<file path="src/rtl/rtc_div_pkg.sv">
package rtc_div_pkg;
  localparam int unsigned DIV_STAGES = 15;
  localparam int unsigned RATE_W     = 4;
  localparam int unsigned CTL_W      = 3;
  localparam int unsigned IDX_W      = 4;

  typedef enum logic [1:0] {
    CHAIN_RUN   = 2'd0,
    CHAIN_CLEAR = 2'd1,
    CHAIN_STOP  = 2'd2
  } chain_mode_e;

  // Divider control decode: one run pattern, 11x clears, rest stop.
  function automatic chain_mode_e decode_ctl(input logic [CTL_W-1:0] f);
    if (f == 3'b010)        return CHAIN_RUN;
    else if (f[2:1] == 2'b11) return CHAIN_CLEAR;
    else                    return CHAIN_STOP;
  endfunction

  // Stage index for a rate code; stage i toggles at 32768/2^(i+1) Hz.
  function automatic logic [IDX_W-1:0] tap_index(input logic [RATE_W-1:0] code);
    case (code)
      4'd0:    return 4'd0;
      4'd1:    return 4'd6;
      4'd2:    return 4'd7;
      default: return code - 4'd2;
    endcase
  endfunction

  function automatic logic code_active(input logic [RATE_W-1:0] code);
    return code != '0;
  endfunction
endpackage

</file>
<file path="src/rtl/rtc_div_chain.sv">
module rtc_div_chain
  import rtc_div_pkg::*;
#(
  parameter int unsigned STAGES = DIV_STAGES
) (
  input  logic              clk,
  input  logic              rst_n,
  input  logic              tick_en,
  input  chain_mode_e       mode,
  output logic [STAGES-1:0] cnt,
  output logic              step
);
  assign step = tick_en && (mode == CHAIN_RUN);

  always_ff @(posedge clk) begin
    if (!rst_n)                  cnt <= '0;
    else if (mode == CHAIN_CLEAR) cnt <= '0;
    else if (step)               cnt <= cnt + 1'b1;
  end

  assert_clear_holds_R6: assert property (@(posedge clk) disable iff (!rst_n)
    (mode == CHAIN_CLEAR) |=> (cnt == '0));

  assert_stop_frozen_R6: assert property (@(posedge clk) disable iff (!rst_n)
    (mode == CHAIN_STOP) |=> $stable(cnt));
endmodule

</file>
<file path="src/rtl/rtc_tap_select.sv">
module rtc_tap_select
  import rtc_div_pkg::*;
#(
  parameter int unsigned STAGES = DIV_STAGES
) (
  input  logic              clk,
  input  logic              rst_n,
  input  logic [STAGES-1:0] cnt,
  input  logic              step,
  input  logic [RATE_W-1:0] rate_code,
  input  logic              sqw_en,
  output logic              sqw_out,
  output logic              periodic_pulse
);
  logic [STAGES-1:0] nxt;
  logic [STAGES-1:0] rise_vec;
  logic [IDX_W-1:0]  idx;
  logic              active;
  logic              tap_rise;

  assign nxt    = cnt + 1'b1;
  assign idx    = tap_index(rate_code);
  assign active = code_active(rate_code);

  // Per-stage 0->1 detection for the coming increment.
  for (genvar i = 0; i < STAGES; i++) begin : g_rise
    assign rise_vec[i] = !cnt[i] && nxt[i];
  end

  assign tap_rise = step && active && rise_vec[idx];
  assign sqw_out  = sqw_en && active && cnt[idx];

  always_ff @(posedge clk) begin
    if (!rst_n) periodic_pulse <= 1'b0;
    else        periodic_pulse <= tap_rise;
  end

  assert_pulse_single_R5: assert property (@(posedge clk) disable iff (!rst_n)
    periodic_pulse |=> !periodic_pulse);

  assert_code0_quiet_R1: assert property (@(posedge clk) disable iff (!rst_n)
    (rate_code == '0) |=> !periodic_pulse);

  assert_sqw_gated_R4: assert property (@(posedge clk) disable iff (!rst_n)
    !sqw_en |-> !sqw_out);
endmodule

</file>
<file path="src/rtl/rtc_update_seq.sv">
module rtc_update_seq
  import rtc_div_pkg::*;
#(
  parameter int unsigned STAGES = DIV_STAGES,
  parameter int unsigned LEAD   = 8
) (
  input  logic              clk,
  input  logic              rst_n,
  input  logic [STAGES-1:0] cnt,
  input  logic              step,
  input  logic              running,
  input  logic              set_hold,
  output logic              update_tick,
  output logic              update_busy
);
  localparam logic [STAGES-1:0] UPD_AT     = STAGES'(1) << (STAGES - 1);
  localparam logic [STAGES-1:0] UPD_LAST   = UPD_AT - 1'b1;
  localparam logic [STAGES-1:0] LEAD_START = UPD_AT - STAGES'(LEAD);

  logic fire;

  assign fire        = step && !set_hold && (cnt == UPD_LAST);
  assign update_busy = running && !set_hold && (cnt >= LEAD_START) && (cnt < UPD_AT);

  always_ff @(posedge clk) begin
    if (!rst_n) update_tick <= 1'b0;
    else        update_tick <= fire;
  end

  assert_busy_drops_R8: assert property (@(posedge clk) disable iff (!rst_n)
    update_tick |-> !update_busy);

  assert_busy_before_update_R8: assert property (@(posedge clk) disable iff (!rst_n)
    $rose(update_tick) |-> $past(update_busy));

  assert_set_blocks_R9: assert property (@(posedge clk) disable iff (!rst_n)
    set_hold |=> !update_tick);
endmodule

</file>
<file path="src/rtl/rtc_divider_rate.sv">
module rtc_divider_rate
  import rtc_div_pkg::*;
#(
  parameter int unsigned STAGES = DIV_STAGES,
  parameter int unsigned LEAD   = 8
) (
  input  logic       clk,
  input  logic       rst_n,
  input  logic       tick_32k,
  input  logic [3:0] rate_code,
  input  logic [2:0] div_ctl,
  input  logic       sqw_en,
  input  logic       set_hold,
  output logic       sqw_out,
  output logic       periodic_pulse,
  output logic       update_tick,
  output logic       update_busy
);
  chain_mode_e       mode;
  logic [STAGES-1:0] cnt;
  logic              step;
  logic              running;

  assign mode    = decode_ctl(div_ctl);
  assign running = (mode == CHAIN_RUN);

  rtc_div_chain #(.STAGES(STAGES)) u_chain (
    .clk(clk), .rst_n(rst_n), .tick_en(tick_32k), .mode(mode),
    .cnt(cnt), .step(step)
  );

  rtc_tap_select #(.STAGES(STAGES)) u_tap (
    .clk(clk), .rst_n(rst_n), .cnt(cnt), .step(step),
    .rate_code(rate_code), .sqw_en(sqw_en),
    .sqw_out(sqw_out), .periodic_pulse(periodic_pulse)
  );

  rtc_update_seq #(.STAGES(STAGES), .LEAD(LEAD)) u_upd (
    .clk(clk), .rst_n(rst_n), .cnt(cnt), .step(step), .running(running),
    .set_hold(set_hold), .update_tick(update_tick), .update_busy(update_busy)
  );

  assert_stopped_silent_R6: assert property (@(posedge clk) disable iff (!rst_n)
    !running |=> (!periodic_pulse && !update_tick));
endmodule

</file>
<file path="config.mk">
export PLATFORM = sky130hd
export DESIGN_NAME = rtc_divider_rate
export DESIGN_NICKNAME = d
export VERILOG_FILES = /design/src/rtl/rtc_div_pkg.sv /design/src/rtl/rtc_div_chain.sv /design/src/rtl/rtc_tap_select.sv /design/src/rtl/rtc_update_seq.sv /design/src/rtl/rtc_divider_rate.sv
export SDC_FILE = /design/constraint.sdc
export NUM_CORES = 1
export LEC_CHECK = 0
export CORE_ASPECT_RATIO = 1.5
export CORE_MARGIN = 2
export CORE_UTILIZATION = 50
export DETAILED_ROUTE_END_ITERATION = 12
export DONT_BUFFER_PORTS = 1
export MAX_ROUTING_LAYER = met4
export PLACE_DENSITY = 0.8
export SYNTH_ARGS = -nofsm -noshare
export SYNTH_HDL_FRONTEND = slang
export SYNTH_SLANG_ARGS = --single-unit
</file>
<file path="constraint.sdc">
create_clock -name clk -period 1.9 [get_ports clk]
set_input_delay 0.38 -clock clk [delete_from_list [all_inputs] [get_ports clk]]
set_output_delay 0.38 -clock clk [all_outputs]
set_load 0.005 [all_outputs]
</file>
Word-level counts from Yosys, hierarchy flattened. Cells that the tools add are included.

$add $sub $neg: 2. $lt $le $gt $ge: 3. Equal/unequal tests: 6. Mux-type cells: 7. Bitwise logic cells: 1. Reduce and logical (&&, ||, !) cells: 45.

Operators by type and width (number): logical AND 1 bit (25); zero test 1 bit (16); adder 15 x 1 -> 15 bit, second input constant (1); equality test 15 x 14 -> 1 bit, second input constant (1); >= comparator 15 x 14 -> 1 bit, second input constant (1); less-than comparator 15 bit, second input constant (1); case mux 4 bit (3 select lines) (1); binary-select mux 1 bit (select 4 bit) (2); less-than comparator 4 x 5 -> 1 bit, second input constant (1); equality test 4 x 1 -> 1 bit, second input constant (1); equality test 4 x 2 -> 1 bit, second input constant (1); zero test 4 bit (1); 2-to-1 mux 2 bit (2); nonzero test 4 bit (1); subtractor 4 x 2 -> 4 bit, second input constant (1); equality test 3 x 2 -> 1 bit, second input constant (1); equality test 2 x 1 -> 1 bit, second input constant (1); equality test 2 bit, second input constant (1); zero test 2 bit (1); 2-to-1 mux 1 bit (2); OR reduction 2 bit (1); inverter 1 bit (1).

Bits in registers: 17. Bits of input ports: 12. Output and inout port bits: 4. Word-level logic and storage cells: 67.

Depth between registers and ports, before layout.
Depth after elaboration: 7. Depth in mapped cells: 10. Mapped depth without buffers: 10.

Hierarchy. From an unflattened synthesis, not the netlist that was laid out.

Cell total of the unflattened synthesis: 198. Area, all modules: 1443.9 um^2.

By module, submodules not included: rtc_div_chain (instances 1, cells an instance 81, area each 685.7 um^2, sequential area each 300.3 um^2); rtc_tap_select (instances 1, cells an instance 104, area each 648.1 um^2, sequential area each 20.0 um^2); rtc_update_seq (instances 1, cells an instance 9, area each 82.6 um^2, sequential area each 20.0 um^2); rtc_divider_rate (instances 1, cells an instance 4, area each 27.5 um^2, sequential area each 0.0 um^2).

Worst setup path after synthesis. OpenSTA, ideal clock, no wires.

Path kind: in2out. Start point: in rate_code[1]. End point: out sqw_out. Arrival time: 1572 ps. Path slack: -52 ps. Cell stages on the path: 8. Cell sequence: clkinv_1 -> ha_1 -> buf_2 -> nor2_1 -> nor2_1 -> o22a_1 -> a21oi_1 -> nor4_1.

Longest elaborated chain between the ends: 5. Elaborated cells on any way between the ends: 10. Classes of those cells: add/sub (1); eq/ne (2); mux (3); reduce/logical (4).

RTL lines: start: declaration (RTL line rtc_divider_rate.sv:10) `input logic [3:0] rate_code,`; subtractor 4 x 2 -> 4 bit, or another cell as far along (RTL line rtc_div_pkg.sv:26) `default: return code - 4'd2;`; case mux 4 bit (3 select lines) (RTL line rtc_div_pkg.sv:22) `case (code)`; binary-select mux 1 bit (select 4 bit) (RTL line rtc_tap_select.sv:31) `assign sqw_out = sqw_en && active && cnt[idx];`; 2-to-1 mux 1 bit (implied by the code) (RTL line rtc_tap_select.sv:31); logical AND 1 bit (*) (RTL line rtc_tap_select.sv:31); end: declaration (RTL line rtc_divider_rate.sv:14) `output logic sqw_out,`.

Every way passes the cells marked *; elsewhere a longest branch is shown, timed or not. The select of a mux whose other input is x is not followed.

Final worst setup path.
Start point: reg u_chain.cnt[9]. End point: out sqw_out.

Longest elaborated chain between the ends: 3.

RTL lines: start: declaration (RTL line rtc_div_chain.sv:10) `output logic [STAGES-1:0] cnt,`; start signal: assignment (RTL line rtc_div_chain.sv:18) `else if (step) cnt <= cnt + 1'b1;`; binary-select mux 1 bit (select 4 bit) (RTL line rtc_tap_select.sv:31); 2-to-1 mux 1 bit (implied by the code) (RTL line rtc_tap_select.sv:31); logical AND 1 bit (RTL line rtc_tap_select.sv:31).

No other way between the ends. The select of a mux whose other input is x is not followed.

==> impl_metrics.toml <==
[outcome]
status = "complete, but fails checks"
failed_checks = "negative setup slack"

[routing]
vias_per_cell = 6.05
drc = 0
ant_nets = 0
routed_wl_um = 4300
dr.pass1.iters = 6
num_vias = 1590
drt_iter0_drc = 48
drt-wirelength-per-cell_um = 16.3

[global_route]
overflow = 0
grt_pass1_wl_um = 5840
antenna_found_initial = 0
grt_pass1_vias = 1389
grt_max_degree = 30
track_usage = 0.242

[place]
gp_congestion = 0.890
placed_area_um2 = 1660
pre_cts_slack_ps = -93.8
io_buffers = 0
dp_hpwl_um = 2770

[floorplan]
io_pins = 16
rows = 24
die_y_um = 70.0
design.core.area_um2 = 2850
start_util = 0.509
fp.dieW_um = 48.0
die_area_um2 = 3360

[clocking]
cts.htree.levels = 1
postCtsHoldBufs = 0
cts.sinks = 17
clock_latency_ps = 260
cts_buffer_depth = 2
cts_root_buf = "clkbuf_8"
clkTransAtPathRegs_ps = 70
cts_tree = "yes"
numCtsBuffers = 3

[timing]
slew_viol_final = 0
rsz0062_at_grt = "yes"
timing.hold.ws_ps = 188
fmax_mhz = 495
skew_ps = 7.98
setup_ws_ps = -119
finalCritPeriodShare = 1.06
setup_viol = 1
finalHoldViolations = 0
max_slew_margin = 0.631
period_minus_slack_ps = 2020
worstMarginPinSlew_ps = 552

[synthesis]
yosysSeqAreaShare = 0.234
synth_edf_count = 0
yosys.area.top_type = "dfxtp_1"
synth-async-reset-ratio = 0
synth.most_common_cell = "nor2_1"
ys_top_cells_by_count = "36 x nor2_1, 19 x inv_1, 17 x dfxtp_1, 17 x ha_1"
syn_avg_cell_area_um2 = 7.23
syn_nets = 230
netlist_area_um2 = 1450
yosys_warnings = 0
ys_top_cells_by_area = "dfxtp_1 23%, ha_1 15%, nor2_1 9.3%, a211oi_1 6.7%, inv_1 4.9%"
synth_cells = 201
synthDominantCellAreaShare = 0.234
ys_ff_latch = 17
ys_types = 42
synth_ff_type = "dfxtp_1"

[worst_hold_path]
hold_path_class = "input port to flop"

[critical_path]
required_ps = 1520
crit_path_start_kind = "flop"
crit_type = "flop to output port"
crit_fanout = 3
critical_path_arrival_ps = 1640
crit_path_end_kind = "output port"

[pwr]
p_leak_nw = 0.692
irDropWorstVdd_mv = 0.371
power_density_nw_per_um2 = 438
p_total_w = 0.000823

[run]
drv_cap = 0

[finish]
utilization = 0.659
design_area_um2 = 1880
area_growth_syn_to_layout_pct = 29.5
diodes = 0
nNetsFinal = 254
drive_gt1_frac = 0.313
final cells by class:
type,instances,area (um2)
timing repair buffer,30,233
sequential,17,352
inverter,20,78.8
multi-input combinational,153,1120
tap,39,48.8
clock buffer,4,45.0
fill,222,972
per-stage QoR:
step,TNS (ps),instances
global placement,-91.7,256
floorplan,0,201
CTS,-73.6,260
global route,-341,263
detailed placement,-114,256
finish,-119,263
placed cells by master, fill, tap and decap left out, types with 3 or more instances in the layout:
master,n
nand3_1,3
nor3_2,4
nand2_1,10
o21ai_0,11
nor4_1,4
dfxtp_2,9
clkbuf_8,3
a21oi_1,8
inv_1,18
buf_4,28
nor3_1,6
dfxtp_1,8
a211oi_1,13
nor2_1,35
ha_1,14
nand3_2,3
mux2i_1,3
logic make-up after synthesis:
group | after synthesis | share of synthesized area
and+or+nand+nor | 83 | 0.275
DFF | 17 | 0.234
xor gates and xnor gates | 1 | 0.00603
adders and majority gates | 17 | 0.146
muxes | 3 | 0.0207
buffers and inverters | 31 | 0.0947
AOI/OAI and AO/OA | 49 | 0.223
timing repair:
item,4_1_cts,5_1_grt
setup buffers,0,3
setup endpoints to repair,2,2
pin swaps,0,9
gates resized for setup,6,35
worst max-delay path: stages (launching register included):
cell and delay [ps]:
dfxtp_2 330, buf_4 140, o21ai_0 230, o32ai_1 170, a2111oi_4 450, nor4_4 60
registers in the layout (all words and copies together) (netlist names):
signal	cells
u_chain.cnt	15
u_tap.periodic_pulse	1
u_upd.update_tick	1
power breakdown:
| group | internal, W | total [W] | switching, W |
|---|---|---|---|
| sequential | 0.000365 | 0.000371 | 0.00000599 |
| clock | 0.000149 | 0.000275 | 0.000126 |
| combinational | 0.0000833 | 0.000178 | 0.0000949 |
path summary, 6_finish.rpt:
path	from	endpoint	slack (ps)	cells past startpoint
hold / removal	set_hold	u_upd.update_tick	190	1
setup / recovery	u_chain.cnt[9]	sqw_out	-120	5
setup reg to reg	u_chain.cnt[11]	u_tap.periodic_pulse	10	10
hold reg to reg	u_chain.cnt[12]	u_chain.cnt[12]	500	2
metal layers:
layer  share of wire  track usage  vias to the layer above
li1                -            -                      759
met1            0.40        0.266                      732
met2            0.52        0.406                       77
met3           0.046       0.0336                       22
met4           0.041        0.105                        0
met5               0            -                        -
No activity file was read; power rests on OpenSTA's default activity.
